**src/rtl/fsq_pkg.sv**
```systemverilog
package fsq_pkg;

  typedef enum logic [1:0] {
    PH_IDLE = 2'd0,
    PH_RX   = 2'd1,
    PH_EXEC = 2'd2,
    PH_RESP = 2'd3
  } fsq_phase_e;

  localparam logic [2:0] REG_STS  = 3'd0;
  localparam logic [2:0] REG_BCL  = 3'd1;
  localparam logic [2:0] REG_BCH  = 3'd2;
  localparam logic [2:0] REG_STX  = 3'd3;
  localparam logic [2:0] REG_DATA = 3'd4;

  localparam int STS_VALID  = 7;
  localparam int STS_READY  = 6;
  localparam int STS_GO     = 5;
  localparam int STS_AVAIL  = 4;
  localparam int STS_EXPECT = 3;
  localparam int STS_STDONE = 2;
  localparam int STS_RETRY  = 1;
  localparam int STX_CANCEL = 0;

  localparam int HDR_BYTES = 6;
  localparam int CXL_BYTES = 10;

  function automatic logic [7:0] cxl_byte(input logic [3:0] idx);
    logic [7:0] b;
    case (idx)
      4'd0:    b = 8'h80;
      4'd1:    b = 8'h01;
      4'd5:    b = 8'h0A;
      4'd8:    b = 8'h09;
      4'd9:    b = 8'h08;
      default: b = 8'h00;
    endcase
    return b;
  endfunction

endpackage

```
**src/rtl/fsq_buf.sv**
```systemverilog
module fsq_buf #(
  parameter int DEPTH = 16,
  parameter int AW    = 4
) (
  input  logic          clk,
  input  logic          we,
  input  logic [AW-1:0] waddr,
  input  logic [7:0]    wdata,
  input  logic [AW-1:0] raddr_a,
  output logic [7:0]    rdata_a,
  input  logic [AW-1:0] raddr_b,
  output logic [7:0]    rdata_b
);

  logic [7:0] mem [DEPTH];

  always_ff @(posedge clk) begin
    if (we) begin
      mem[waddr] <= wdata;
    end
  end

  always_comb begin
    rdata_a = mem[raddr_a];
    rdata_b = mem[raddr_b];
  end

endmodule

```
**src/rtl/fsq_lenparse.sv**
```systemverilog
module fsq_lenparse #(
  parameter int CW = 5
) (
  input  logic          clk,
  input  logic          rst_n,
  input  logic          clr,
  input  logic          byte_we,
  input  logic [CW-1:0] cnt,
  input  logic [7:0]    byte_val,
  output logic          expect_o
);

  import fsq_pkg::*;

  logic [31:0] len_q, len_d;
  logic [31:0] cnt32;

  always_comb begin
    cnt32 = 32'(cnt);
    len_d = len_q;
    if (clr) begin
      len_d = '0;
    end else if (byte_we) begin
      case (cnt32)
        32'd2:   len_d[31:24] = byte_val;
        32'd3:   len_d[23:16] = byte_val;
        32'd4:   len_d[15:8]  = byte_val;
        32'd5:   len_d[7:0]   = byte_val;
        default: len_d = len_q;
      endcase
    end
    expect_o = (cnt32 < 32'(HDR_BYTES)) || (cnt32 < len_q);
  end

  always_ff @(posedge clk or negedge rst_n) begin
    if (!rst_n) begin
      len_q <= '0;
    end else if (clr || byte_we) begin
      len_q <= len_d;
    end
  end

endmodule

```
**src/rtl/fsq_ctrl.sv**
```systemverilog
module fsq_ctrl #(
  parameter int DEPTH = 16,
  parameter int CW    = 5
) (
  input  logic                 clk,
  input  logic                 rst_n,
  input  logic                 cmd_ready,
  input  logic                 cmd_go,
  input  logic                 cmd_retry,
  input  logic                 cmd_cancel,
  input  logic                 data_wr,
  input  logic                 data_rd,
  input  logic                 expect_i,
  input  logic                 eng_done,
  input  logic [15:0]          eng_len,
  output fsq_pkg::fsq_phase_e  phase_o,
  output logic [CW-1:0]        wr_cnt_o,
  output logic [CW-1:0]        rd_ptr_o,
  output logic [CW-1:0]        rsp_len_o,
  output logic                 cancelled_o,
  output logic                 abort_o,
  output logic                 clr_o,
  output logic                 accept_o
);

  import fsq_pkg::*;

  localparam logic [CW-1:0] DEPTH_C = CW'(DEPTH);
  localparam logic [CW-1:0] CXL_C   = CW'(CXL_BYTES);
  localparam logic [31:0]   DEPTH32 = DEPTH;

  fsq_phase_e    phase_q, phase_d;
  logic [CW-1:0] wr_cnt_q, wr_cnt_d;
  logic [CW-1:0] rd_q, rd_d;
  logic [CW-1:0] rlen_q, rlen_d;
  logic          cxl_q, cxl_d;
  logic          abort_q, abort_d;
  logic [CW-1:0] eng_len_clamped;
  logic          accept;

  always_comb begin
    if (32'(eng_len) > DEPTH32) begin
      eng_len_clamped = DEPTH_C;
    end else begin
      eng_len_clamped = CW'(eng_len);
    end
    accept = (phase_q == PH_RX) && data_wr && expect_i && (wr_cnt_q < DEPTH_C);
  end

  always_comb begin
    phase_d  = phase_q;
    wr_cnt_d = wr_cnt_q;
    rd_d     = rd_q;
    rlen_d   = rlen_q;
    cxl_d    = cxl_q;
    abort_d  = 1'b0;
    case (phase_q)
      PH_IDLE: begin
        if (cmd_ready) begin
          phase_d  = PH_RX;
          wr_cnt_d = '0;
        end
      end
      PH_RX: begin
        if (cmd_ready) begin
          wr_cnt_d = '0;
        end else if (cmd_go && !expect_i) begin
          phase_d = PH_EXEC;
        end else if (accept) begin
          wr_cnt_d = wr_cnt_q + CW'(1);
        end
      end
      PH_EXEC: begin
        if (cmd_cancel) begin
          phase_d = PH_RESP;
          cxl_d   = 1'b1;
          rlen_d  = CXL_C;
          rd_d    = '0;
          abort_d = 1'b1;
        end else if (eng_done) begin
          phase_d = PH_RESP;
          cxl_d   = 1'b0;
          rlen_d  = eng_len_clamped;
          rd_d    = '0;
        end
      end
      PH_RESP: begin
        if (cmd_ready) begin
          phase_d  = PH_RX;
          wr_cnt_d = '0;
          rd_d     = '0;
          rlen_d   = '0;
          cxl_d    = 1'b0;
        end else if (cmd_retry) begin
          rd_d = '0;
        end else if (data_rd && (rd_q < rlen_q)) begin
          rd_d = rd_q + CW'(1);
        end
      end
      default: phase_d = PH_IDLE;
    endcase
  end

  always_ff @(posedge clk or negedge rst_n) begin
    if (!rst_n) begin
      phase_q  <= PH_IDLE;
      wr_cnt_q <= '0;
      rd_q     <= '0;
      rlen_q   <= '0;
      cxl_q    <= 1'b0;
      abort_q  <= 1'b0;
    end else begin
      phase_q  <= phase_d;
      wr_cnt_q <= wr_cnt_d;
      rd_q     <= rd_d;
      rlen_q   <= rlen_d;
      cxl_q    <= cxl_d;
      abort_q  <= abort_d;
    end
  end

  always_comb begin
    phase_o     = phase_q;
    wr_cnt_o    = wr_cnt_q;
    rd_ptr_o    = rd_q;
    rsp_len_o   = rlen_q;
    cancelled_o = cxl_q;
    abort_o     = abort_q;
    clr_o       = cmd_ready && (phase_q != PH_EXEC);
    accept_o    = accept;
  end

  assert_hdr_before_clear_R3: assert property (@(posedge clk) disable iff (!rst_n)
    (phase_q == PH_RX && !expect_i) |-> (wr_cnt_q >= CW'(HDR_BYTES)));

  assert_no_overflow_R4: assert property (@(posedge clk) disable iff (!rst_n)
    wr_cnt_q <= DEPTH_C);

  assert_go_blocked_R5: assert property (@(posedge clk) disable iff (!rst_n)
    (phase_q == PH_RX && cmd_go && expect_i && !cmd_ready) |=> (phase_q == PH_RX));

  assert_rd_in_range_R6: assert property (@(posedge clk) disable iff (!rst_n)
    rd_q <= rlen_q);

  assert_retry_rewind_R7: assert property (@(posedge clk) disable iff (!rst_n)
    (phase_q == PH_RESP && cmd_retry && !cmd_ready) |=> (rd_q == '0));

  assert_cancel_ignored_R9: assert property (@(posedge clk) disable iff (!rst_n)
    (phase_q == PH_RESP && cmd_cancel && !cmd_ready)
      |=> (phase_q == PH_RESP && $stable(cxl_q) && $stable(rlen_q)));

  assert_exec_holds_R11: assert property (@(posedge clk) disable iff (!rst_n)
    (phase_q == PH_EXEC && !cmd_cancel && !eng_done) |=> (phase_q == PH_EXEC));

  assert_clamp_R12: assert property (@(posedge clk) disable iff (!rst_n)
    rlen_q <= DEPTH_C);

endmodule

```
**src/rtl/fsq_status_seq.sv**
```systemverilog
module fsq_status_seq #(
  parameter int         DEPTH  = 16,
  parameter logic [1:0] FAMILY = 2'b01,
  parameter int         AW     = $clog2(DEPTH)
) (
  input  logic          clk,
  input  logic          rst_n,
  input  logic [2:0]    host_addr,
  input  logic          host_wr,
  input  logic          host_rd,
  input  logic [7:0]    host_wdata,
  output logic [7:0]    host_rdata,
  input  logic          selftest_ok,
  output logic          exec_req,
  output logic          exec_abort,
  input  logic [AW-1:0] eng_raddr,
  output logic [7:0]    eng_rdata,
  input  logic          eng_we,
  input  logic [AW-1:0] eng_waddr,
  input  logic [7:0]    eng_wdata,
  input  logic          eng_done,
  input  logic [15:0]   eng_rsp_len
);

  import fsq_pkg::*;

  localparam int            CW      = $clog2(DEPTH + 1);
  localparam logic [CW-1:0] DEPTH_C = CW'(DEPTH);

  logic          cmd_ready, cmd_go, cmd_retry, cmd_cancel;
  logic          data_wr, data_rd;
  logic          expect_w, clr_w, accept_w, cancelled_w, abort_w;
  fsq_phase_e    phase_w;
  logic [CW-1:0] wr_cnt_w, rd_ptr_w, rsp_len_w;
  logic          buf_we;
  logic [AW-1:0] buf_waddr;
  logic [7:0]    buf_wdata, buf_rsp;
  logic          avail, expect_bit;
  logic [7:0]    sts_byte, stx_byte;
  logic [CW-1:0] burst_small;
  logic [15:0]   burst;

  always_comb begin
    cmd_ready  = host_wr && (host_addr == REG_STS) && host_wdata[STS_READY];
    cmd_go     = host_wr && (host_addr == REG_STS) && host_wdata[STS_GO];
    cmd_retry  = host_wr && (host_addr == REG_STS) && host_wdata[STS_RETRY];
    cmd_cancel = host_wr && (host_addr == REG_STX) && host_wdata[STX_CANCEL];
    data_wr    = host_wr && (host_addr == REG_DATA);
    data_rd    = host_rd && (host_addr == REG_DATA);
  end

  fsq_ctrl #(.DEPTH(DEPTH), .CW(CW)) u_ctrl (
    .clk        (clk),
    .rst_n      (rst_n),
    .cmd_ready  (cmd_ready),
    .cmd_go     (cmd_go),
    .cmd_retry  (cmd_retry),
    .cmd_cancel (cmd_cancel),
    .data_wr    (data_wr),
    .data_rd    (data_rd),
    .expect_i   (expect_w),
    .eng_done   (eng_done),
    .eng_len    (eng_rsp_len),
    .phase_o    (phase_w),
    .wr_cnt_o   (wr_cnt_w),
    .rd_ptr_o   (rd_ptr_w),
    .rsp_len_o  (rsp_len_w),
    .cancelled_o(cancelled_w),
    .abort_o    (abort_w),
    .clr_o      (clr_w),
    .accept_o   (accept_w)
  );

  fsq_lenparse #(.CW(CW)) u_len (
    .clk      (clk),
    .rst_n    (rst_n),
    .clr      (clr_w),
    .byte_we  (accept_w),
    .cnt      (wr_cnt_w),
    .byte_val (host_wdata),
    .expect_o (expect_w)
  );

  always_comb begin
    exec_req  = (phase_w == PH_EXEC);
    buf_we    = accept_w || (eng_we && exec_req);
    buf_waddr = accept_w ? AW'(wr_cnt_w) : eng_waddr;
    buf_wdata = accept_w ? host_wdata : eng_wdata;
  end

  fsq_buf #(.DEPTH(DEPTH), .AW(AW)) u_buf (
    .clk     (clk),
    .we      (buf_we),
    .waddr   (buf_waddr),
    .wdata   (buf_wdata),
    .raddr_a (eng_raddr),
    .rdata_a (eng_rdata),
    .raddr_b (AW'(rd_ptr_w)),
    .rdata_b (buf_rsp)
  );

  always_comb begin
    avail      = (phase_w == PH_RESP) && (rd_ptr_w < rsp_len_w);
    expect_bit = (phase_w == PH_RX) && expect_w;

    sts_byte             = 8'h00;
    sts_byte[STS_VALID]  = (phase_w != PH_EXEC);
    sts_byte[STS_READY]  = (phase_w == PH_RX) && (wr_cnt_w == '0);
    sts_byte[STS_AVAIL]  = avail;
    sts_byte[STS_EXPECT] = expect_bit;
    sts_byte[STS_STDONE] = selftest_ok;

    stx_byte      = 8'h00;
    stx_byte[3:2] = FAMILY;

    if (expect_bit) begin
      burst_small = DEPTH_C - wr_cnt_w;
    end else if (phase_w == PH_RESP) begin
      burst_small = rsp_len_w - rd_ptr_w;
    end else begin
      burst_small = '0;
    end
    burst = 16'(burst_small);

    case (host_addr)
      REG_STS:  host_rdata = sts_byte;
      REG_BCL:  host_rdata = burst[7:0];
      REG_BCH:  host_rdata = burst[15:8];
      REG_STX:  host_rdata = stx_byte;
      REG_DATA: begin
        if (!avail) begin
          host_rdata = 8'hFF;
        end else if (cancelled_w) begin
          host_rdata = cxl_byte(4'(rd_ptr_w));
        end else begin
          host_rdata = buf_rsp;
        end
      end
      default:  host_rdata = 8'h00;
    endcase

    exec_abort = abort_w;
  end

  assert_abort_to_resp_R8: assert property (@(posedge clk) disable iff (!rst_n)
    exec_abort |-> (phase_w == PH_RESP && cancelled_w));

endmodule

```
**config.mk**
```make
export PLATFORM = sky130hd
export DESIGN_NAME = fsq_status_seq
export DESIGN_NICKNAME = d
export VERILOG_FILES = /design/src/rtl/fsq_pkg.sv /design/src/rtl/fsq_buf.sv /design/src/rtl/fsq_lenparse.sv /design/src/rtl/fsq_ctrl.sv /design/src/rtl/fsq_status_seq.sv
export SDC_FILE = /design/constraint.sdc
export NUM_CORES = 1
export LEC_CHECK = 0
export BUFFER_PORTS_ARGS = -buffer_cell sky130_fd_sc_hd__buf_2
export CORE_MARGIN = 3
export CORE_UTILIZATION = 33
export CTS_BUF_LIST = sky130_fd_sc_hd__clkbuf_2
export CTS_CLUSTER_DIAMETER = 50
export DETAILED_ROUTE_END_ITERATION = 8
export PLACE_DENSITY_LB_ADDON = 0.08
export SYNTH_ARGS = -nofsm -noshare
export SYNTH_HDL_FRONTEND = slang
export SYNTH_SLANG_ARGS = --single-unit
```
**constraint.sdc**
```tcl
create_clock -name clk -period 7 [get_ports clk]
set_clock_uncertainty 0.15 [all_clocks]
set_input_delay 0.7 -clock clk [delete_from_list [all_inputs] [get_ports clk]]
set_output_delay 0.7 -clock clk [all_outputs]
set_load 0.02 [all_outputs]
```
# After elaboration in Yosys (flattened, before gate mapping)

Memory sizes are Yosys's and may differ from the RTL's.
Cells that the tools add are included.

Reduce and logical (&&, ||, !) cells: 42
Multiplexer cells: 43
$add $sub $neg: 4
Equal/unequal tests: 23
Magnitude comparators: 5

Operators by type and width:

| operator                                                                         | number |
|---|---|
| 5-bit 2-to-1 mux                                                                 | 14 |
| 32-bit 2-to-1 mux                                                                | 2 |
| 8-bit 2-to-1 mux                                                                 | 7 |
| 8-bit case mux with 5 select lines                                               | 1 |
| 5-bit by 32-bit less-than comparator with 1-bit output                           | 1 |
| 8-bit case mux with 4 select lines                                               | 1 |
| 5-bit case mux with 2 select lines                                               | 3 |
| 1-bit logical AND                                                                | 18 |
| 3-bit AND reduction                                                              | 6 |
| 16-bit by 5-bit greater-than comparator with 1-bit output, second input constant | 1 |
| 2-bit nonzero test                                                               | 7 |
| 5-bit by 1-bit adder with 5-bit output, second input constant                    | 2 |
| 5-bit by 2-bit == test with 1-bit output, second input constant                  | 2 |
| 5-bit by 3-bit == test with 1-bit output, second input constant                  | 2 |
| 2-bit 2-to-1 mux                                                                 | 5 |
| 4-bit == test, second input constant                                             | 2 |
| 4-bit AND reduction                                                              | 2 |
| 1-bit 2-to-1 mux                                                                 | 7 |
| 2-bit by 1-bit != test with 1-bit output, second input constant                  | 3 |
| 3-bit by 2-bit != test with 1-bit output, second input constant                  | 2 |
| 2-bit case mux with 3 select lines                                               | 1 |
| 5-bit logical NOT                                                                | 1 |
| 5-bit by 3-bit less-than comparator with 1-bit output, second input constant     | 1 |
| 5-bit less-than comparator                                                       | 1 |
| other kinds (21)                                                                 | 25 |

Memories: 1
Register bits after elaboration: 51
RAM bits: 128
Logic and storage cells: 128
Input port bits: 50
Output and inout port bits: 18

Memories:

| memory    | depth | bits a word | read ports | clocked after memory_dff | write ports | line          | source |
|---|---|---|---|---|---|---|---|
| u_buf.mem | 16    | 8           | 2          | 0                        | 1           | fsq_buf.sv:15 | `logic [7:0] mem [DEPTH];` |

# Logic depth before layout (Yosys ltp)

Gate-level depths: netlist (run 1).

Word-level depth: 9
Depth in mapped cells: 12
Mapped depth without buffers: 9

# Cells and area by module

Synthesis (run 1) repeated with hierarchy kept, for this count alone.

Cell total of the unflattened synthesis: 655
Area, all modules: 9499.1 µm²

Modules (own cells, without submodules):

| module         | area an instance (µm²) | instances | cells an instance | seq. area each (µm²) |
|---|---|---|---|---|
| fsq_buf        | 6024.5                 | 1         | 291               | 3843.7 |
| fsq_lenparse   | 1506.4                 | 1         | 132               | 800.8 |
| fsq_ctrl       | 1146.1                 | 1         | 118               | 475.5 |
| fsq_status_seq | 822.0                  | 1         | 114               | 0.0 |

# Worst setup path after synthesis (run 1)

Ideal clock, no wire load.

Path type: register to output
From: register u_ctrl.rd_q[1] (netlist: u_ctrl.rd_ptr_o[1])
To: output port host_rdata[4]
Slack: 3441 ps
Arrival: 2709 ps
Buffers on the path: 3
Cell stages (with the launch flop): 12
Cells stage by stage: dfrtp_1 > buf_2 > buf_1 > buf_2 > inv_1 > ha_1 > nor2b_1 > o31ai_1 > a21oi_1 > and2_1 > and3_1 > o22ai_1

Cells in the longest elaborated chain, start to end: 4
Elaborated cells on any way between the ends: 9

Ends and longest elaborated chain:

| item                                                 | line                                         | source |
|---|---|---|
| from (decl)                                          | fsq_ctrl.sv:34                               | `logic [CW-1:0] rd_q, rd_d;` |
| from (signal assigned)                               | fsq_ctrl.sv:115                              | `rd_q <= rd_d;` |
| memory 16 x 8 bit (tied with other cells)            | --                                           |  |
| 8-bit 2-to-1 mux (tied with other cells)             | fsq_status_seq.sv:133                        | `end else if (cancelled_w) begin` |
| 8-bit 2-to-1 mux or 5-bit 2-to-1 mux (tied branches) | fsq_status_seq.sv:131, fsq_status_seq.sv:116 |  |
| 8-bit case mux with 4 select lines (*)               | fsq_status_seq.sv:125                        | `case (host_addr)` |
| to (decl)                                            | fsq_status_seq.sv:12                         | `output logic [7:0] host_rdata,` |

Every way passes the cells marked *; elsewhere a longest branch is shown, timed or not.

# Worst setup path after layout (run 1)

From: register u_ctrl.rd_q[3] (netlist: u_ctrl.rd_ptr_o[3])
To: output port host_rdata[0]

Cells in the longest elaborated chain, start to end: 5
Elaborated cells on any way between the ends: 12

Ends and longest elaborated chain:

| item                                                      | line                  | source |
|---|---|---|
| branches (longest 3 deep; another with memory 16 x 8 bit) | --                    |  |
| 8-bit 2-to-1 mux (*)                                      | fsq_status_seq.sv:131 | `if (!avail) begin` |
| 8-bit case mux with 4 select lines (*)                    | fsq_status_seq.sv:125 |  |

Every way passes the cells marked *.

==> flow_summary.json, run 1 <==
{
  "outcome": "completed",
  "combPwrFrac_pct": 18.7,
  "dpl.cell_count": 1144,
  "synth.largest_area_cell": "sky130_fd_sc_hd__edfxtp_1",
  "first_global_vias": 6843,
  "die_w_um": 176,
  "cts_setup_buffers": 0,
  "drtPass1Iterations": 5,
  "p_sw_w": 0.000671,
  "final_common_cell": "sky130_fd_sc_hd__edfxtp_1",
  "ios": 68,
  "synth-edff-count": 128,
  "initial_antenna_violation_count": 1,
  "clock_path_buffers": 2,
  "setup_slack_ps": 2330,
  "end_kind": "output port",
  "finalSetupViolations": 0,
  "preCtsSetupSlack_ps": 3020,
  "grt_max_degree": 52,
  "timing.critical_path.fanout_max": 18,
  "globalRouteOverflowTotal": 0,
  "area_fraction_of_the_dominant_cell_type_after_synthesis_pct": 40.4,
  "wl_per_cell_um": 23.8,
  "die_height_um": 176,
  "ys.flop_type": "sky130_fd_sc_hd__edfxtp_1",
  "crit_path_start_kind": "register",
  "ys_ff_latch": 179,
  "timing.fmax_ghz": 0.214,
  "fin_tns_setup_ps": 0,
  "detail_route.iter0.violations": 527,
  "timing.final.crit_period_ps": 4670,
  "fp.coreArea_um2": 28100,
  "required_ps": 6150,
  "power.share.clock_pct": 26.7,
  "dr_total_vias": 6629,
  "postSynthCellCount": 730,
  "io_buffer_count": 67,
  "period_share_pct": 66.7,
  "mappedNetlistArea_um2": 9510,
  "rrSetupSlack_ps": 3160,
  "async_flop_share_pct": 28.5,
  "grt.total_usage_pct": 18.9,
  "syn_to_final_growth_pct": 12.4,
  "max-slew-margin-rel_pct": 15.1,
  "post_cts.resized_instances": 0,
  "crit_type": "register to output port",
  "post-route-cell-area_um2": 10700,
  "floorplan.initialDensity_pct": 33.9,
  "fraction_of_layout_instances_using_a_drive_strength_above_1_pct": 24.1,
  "clkLatencyLatePin_ps": 740,
  "ctsRootBufferMaster": "sky130_fd_sc_hd__clkbuf_2",
  "nNetsFinal": 874,
  "postPlaceCellArea_um2": 10300,
  "fp.dieArea_um2": 30900,
  "synth.yosys.seq_area_share_pct": 53.8,
  "power.static_leakage_nw": 3.97,
  "fp-row-count": 61,
  "sw_frac_of_total_pct": 31.1,
  "syn_area_per_cell_um2": 13.0,
  "globalplace.congestion": 0.962,
  "tightest_slew_ps": 1270,
  "finalNonFillerCells": 1194,
  "final_hold_fails": 0,
  "tritoncts": "yes",
  "hpwlAfterDp_um": 20700,
  "cts.clk_slew.worst_paths_ps": 290,
  "netlist_top_cells_area": "sky130_fd_sc_hd__edfxtp_1, sky130_fd_sc_hd__mux4_2, sky130_fd_sc_hd__dfrtp_1",
  "cellPowerDensity_nw_per_um2": 202,
  "max-vdd-ir-drop_mv": 0.166,
  "drt_wl_total_um": 28500,
  "cts_sinks": 179,
  "synthesis.yosys.warnings": 0,
  "hold_path.class": "input port to register",
  "critical_path_arrival_ps": 3820,
  "most_used_cells_in_the_layout_excluding_fill_and_tap_cells": "sky130_fd_sc_hd__edfxtp_1, sky130_fd_sc_hd__nand2_1, sky130_fd_sc_hd__mux4_2, sky130_fd_sc_hd__buf_2, sky130_fd_sc_hd__dfrtp_1",
  "grt_setup_unrepaired": "false",
  "netlist-cell-type-count": 61,
  "internal_power_w": 0.00149,
  "cts_made_buffers": 17,
  "drt_antenna_net_count": 0,
  "grt_first_pass_wirelength_um": 43000,
  "finalPower_w": 0.00216,
  "drc_errors": 0,
  "postSynthNetCount": 803,
  "power.share.sequential_pct": 54.6,
  "h-tree-depth": 4,
  "post_drt_via_cell_ratio": 5.55,
  "max-cap-violations": 0,
  "final_max_slew_viol_count": 0
}
timing repair:
item                                   4_1_cts  5_1_grt
setup endpoints to repair                    0        0
endpoints found under the hold margin       65        1
hold buffers                                15        1
area by class of cell:
type / count / area (um^2)
Timing Repair Buffer: 92 / 563
Antenna cell: 2 / 5.00
Sequential cell: 179 / 5120
Clock buffer: 18 / 90.1
Clock inverter: 14 / 163
Multi-Input combinational cell: 490 / 4190
Inverter: 21 / 78.8
Tap cell: 378 / 473
Fill cell: 2765 / 17400
flip-flops by register name (all words and copies together), names as in the netlist:
signal              flops
u_len.len_q            32
u_ctrl.rsp_len_o        5
u_ctrl.rd_ptr_o         5
u_ctrl.cancelled_o      1
u_ctrl.abort_o          1
u_ctrl.wr_cnt_o         5
u_ctrl.phase_o          2
u_buf.mem             128
synth_stat cells, drive strengths merged (9+ instances only):
master and instances:
nor4 10, a21oi 30, edfxtp 128, dfrtp 51
inv 21, nor2 40, clkbuf 20, ha 22
nand4 12, o21ai 16, nor3 9, nand3 25
mux2i 36, nand2 116, buf 20, mux4 67
power by group through the flow:
stage               Sequential, W  Combinational (W)  Clock (W)
finish                    0.00118           0.000402   0.000576
global route              0.00118           0.000442   0.000640
CTS                       0.00118           0.000408   0.000598
detailed placement        0.00120           0.000400          0
global placement          0.00120           0.000399          0
floorplan                 0.00119           0.000267          0
kinds of logic after synthesis:
group | after synthesis | share of synthesized area [%]
AO/OA/AOI/OAI | 103 | 7.32
XOR/XNOR | 4 | 0.368
adder cells (fa/ha/maj) | 23 | 3.11
buffers and inverters | 61 | 2.68
flip-flops | 179 | 53.8
multiplexers | 104 | 19.8
AND/OR/NAND/NOR | 256 | 12.9
through the flow:
stage | utilization [%] | hold slack [ps]
CTS | 38.0 | 9.86
detailed placement | 36.6 | 339
global route | 38.0 | 32.0
global placement | 36.6 | 336
floorplan | - | 254
finish | 38.0 | 102
worst max-delay path, stage by stage, from the launching register on:
cell and delay (ps):
sky130_fd_sc_hd__dfrtp_1 850, sky130_fd_sc_hd__inv_1 480, sky130_fd_sc_hd__ha_1 480, sky130_fd_sc_hd__o21a_1 130, sky130_fd_sc_hd__o31ai_1 80, sky130_fd_sc_hd__a21oi_1 250
sky130_fd_sc_hd__nand2_1 170, sky130_fd_sc_hd__nor3_1 300, sky130_fd_sc_hd__o22ai_1 140, sky130_fd_sc_hd__buf_2 180
per-layer routing:
layer | vias up | wire (um) | global-route usage [%]
met1 | 3409 | 12400 | 24.8
met4 | 0 | 457 | 4.85
li1 | 2979 | - | -
met5 | - | 0 | 0
met2 | 216 | 14200 | 31.9
met3 | 25 | 1440 | 3.87
worst paths after layout:
kind                       depth (start not counted)                           start                              to
max                                                9  u_ctrl.rd_ptr_o[3]$_DFFE_PN0P_                   host_rdata[0]
min                                                2                    host_addr[2]        u_ctrl.abort_o$_DFF_PN0_
max reg2reg                                        7  u_ctrl.wr_cnt_o[3]$_DFFE_PN0P_       u_buf.mem[0][4]$_DFFE_PP_
min reg2reg                                        2     u_len.len_q[24]$_DFFE_PN0P_     u_len.len_q[24]$_DFFE_PN0P_
max in group asynchronous                          3                           rst_n  u_ctrl.wr_cnt_o[1]$_DFFE_PN0P_
min in group asynchronous                          3                           rst_n     u_len.len_q[17]$_DFFE_PN0P_
(Power assumes the default switching activity.)
==> run 2, diff against run 1 <==
clock period = 3.9 ns   (was 7 ns; I/O delays follow)
==> run 2 against run 1 <==
Via count is 3.5% higher. Final area is 4.9% higher. Sequential share of layout area is 2.2 points lower. Count of clock-buffer cells in the layout stayed put. Die area stayed put. Non-clock buffer count is 46 higher. Register-to-register slack worse by 2700 ps. Utilization is 1.9 points higher. Worst hold slack better by 6.4 ps. Sequential power is 79% higher. Final cell count is 3.9% higher. Critical path depth stayed put. Critical endpoint unchanged. Highest routed layer unchanged.
==> flow_summary.json, run 2 (synthesis results as in run 1) <==
{
  "tightest_slew_ps": 909,
  "ios": 68,
  "routed.top_layer": "met4",
  "final_max_slew_viol_count": 0,
  "drtPass1Iterations": 5,
  "grt.total_usage_pct": 19.5,
  "drt_antenna_net_count": 0,
  "required_ps": 3360,
  "worst-r2r-cell-count": 10,
  "end_kind": "output port",
  "max-slew-margin-rel_pct": 39.4,
  "power.static_leakage_nw": 4.23,
  "post_drt_via_cell_ratio": 5.53,
  "setup_slack_ps": 194,
  "max-cap-violations": 0,
  "critical_path_arrival_ps": 3170,
  "globalplace.congestion": 0.842,
  "fin_tns_setup_ps": 0,
  "tritoncts": "yes",
  "cts_made_buffers": 17,
  "wl_met1_um": 13300,
  "post-route-cell-area_um2": 11200,
  "syn_to_final_growth_pct": 17.9,
  "postPlaceCellArea_um2": 10500,
  "preCtsSetupSlack_ps": 639,
  "initial_antenna_violation_count": 2,
  "crit_path_start_kind": "register",
  "drc_errors": 0,
  "first_global_vias": 7180,
  "die_height_um": 176,
  "rrSetupSlack_ps": 450,
  "io_buffer_count": 67,
  "final_hold_fails": 0,
  "hold_path.class": "input port to async pin",
  "wire_length_on_met2_um": 14700,
  "clkLatencyLatePin_ps": 740,
  "timing.critical_path.fanout_max": 7,
  "period_share_pct": 95.0,
  "finalSetupViolations": 0,
  "nNetsFinal": 920,
  "timing.final.crit_period_ps": 3710,
  "utilization_pct": 39.9,
  "die_w_um": 176,
  "wl_per_cell_um": 23.6,
  "detail_route.iter0.violations": 609,
  "ctsRootBufferMaster": "sky130_fd_sc_hd__clkbuf_2",
  "h-tree-depth": 4,
  "top_register": "u_buf.mem",
  "dr_total_vias": 6862,
  "max-vdd-ir-drop_mv": 0.222,
  "cts.clk_slew.worst_paths_ps": 270,
  "timing.fmax_ghz": 0.270,
  "fp.dieArea_um2": 30900,
  "crit_type": "register to output port",
  "globalRouteOverflowTotal": 0,
  "fp-row-count": 61,
  "clock_path_buffers": 2,
  "hpwlAfterDp_um": 20900,
  "fraction_of_layout_instances_using_a_drive_strength_above_1_pct": 27.7,
  "final.fill_count": 2735,
  "outcome": "completed",
  "grt_max_degree": 52,
  "timing.rr.start": "u_ctrl.wr_cnt_o[4]$_DFFE_PN0P_",
  "r2r-end": "u_buf.mem[4][3]$_DFFE_PP_",
  "fp.coreArea_um2": 28100,
  "wl_met3_um": 1030,
  "largest_reg_flops": 128,
  "cts_sinks": 179,
  "drt_wl_total_um": 29300,
  "floorplan.initialDensity_pct": 33.9,
  "final_common_cell": "sky130_fd_sc_hd__edfxtp_1",
  "cellPowerDensity_nw_per_um2": 349,
  "grt_first_pass_wirelength_um": 45000,
  "timing.hold.ws_ps": 108,
  "layout_top_registers": "u_buf.mem: 128 flops, u_len.len_q: 32 flops",
  "most_used_cells_in_the_layout_excluding_fill_and_tap_cells": "sky130_fd_sc_hd__edfxtp_1, sky130_fd_sc_hd__nand2_1, sky130_fd_sc_hd__mux4_2"
}
[run 2: cell types whose count changed in the layout (fill, tap and decap cells not counted), sizes merged]
cell and change:
dlygate4sd3 +14, buf +32, inv -4, clkinv +4, diode +1
[run 2: cell type report]
type | instances | area [um^2] | area share [%]
Inverter | 21 | 78.8 | 0.703
Clock buffer | 18 | 90.1 | 0.804
Multi-Input combinational cell | 490 | 4270 | 38.1
Tap cell | 378 | 473 | 4.22
Antenna cell | 3 | 7.51 | 0.0670
Clock inverter | 14 | 168 | 1.50
Sequential cell | 179 | 5130 | 45.7
Timing Repair Buffer | 138 | 996 | 8.89
[run 2: what timing repair did]
action                     CTS  global route
pin swaps                    1             2
setup buffers                4             4
hold buffers                30             0
resized for setup            6            12
hold endpoints to repair    95             0
setup endpoints to repair    8             7
[run 2: power by group]
group          switching [W]  internal, W
Combinational       0.000481     0.000296
Clock               0.000706     0.000319
Sequential         0.0000237      0.00208
[run 2: through the flow]
| stage | instances | power (W) |
|---|---|---|
| finish | 1241 | 0.00391 |
| detailed placement | 1168 | 0.00288 |
| floorplan | 730 | 0.00262 |
| global route | 1241 | 0.00412 |
| CTS | 1234 | 0.00394 |
| global placement | 1168 | 0.00287 |
[run 2: metal layers]
metal	global-route usage [%]	vias to the layer above
li1	-	3073
met1	27.0	3607
met2	32.9	167
met3	2.79	15
met4	3.99	0
met5	0	-
[run 2: how the worst max path moves through the flow]
stage                                         startpoint                         to  slack [ps]  cells past startpoint
after global routing          u_len.len_q[3]$_DFFE_PN0P_              host_rdata[0]         -20                     10
after floorplan           u_ctrl.wr_cnt_o[0]$_DFFE_PN0P_  u_buf.mem[3][0]$_DFFE_PP_         440                      9
after CTS                 u_ctrl.wr_cnt_o[4]$_DFFE_PN0P_              host_rdata[3]           7                      8
after global placement    u_ctrl.wr_cnt_o[4]$_DFFE_PN0P_  u_buf.mem[4][6]$_DFFE_PP_         680                      8
after detailed placement  u_ctrl.wr_cnt_o[4]$_DFFE_PN0P_  u_buf.mem[4][1]$_DFFE_PP_         640                      8
final                     u_ctrl.wr_cnt_o[4]$_DFFE_PN0P_              host_rdata[0]         190                      9
[run 2: worst max-delay path, cell delays in order (launching register included)]
cell	delay, ps
sky130_fd_sc_hd__dfrtp_2	480
sky130_fd_sc_hd__ha_2	210
sky130_fd_sc_hd__or3_4	380
sky130_fd_sc_hd__a211o_1	320
sky130_fd_sc_hd__buf_4	160
sky130_fd_sc_hd__a41oi_4	320
sky130_fd_sc_hd__nor3b_1	90
sky130_fd_sc_hd__a21oi_1	180
sky130_fd_sc_hd__o22ai_2	110
sky130_fd_sc_hd__buf_2	180
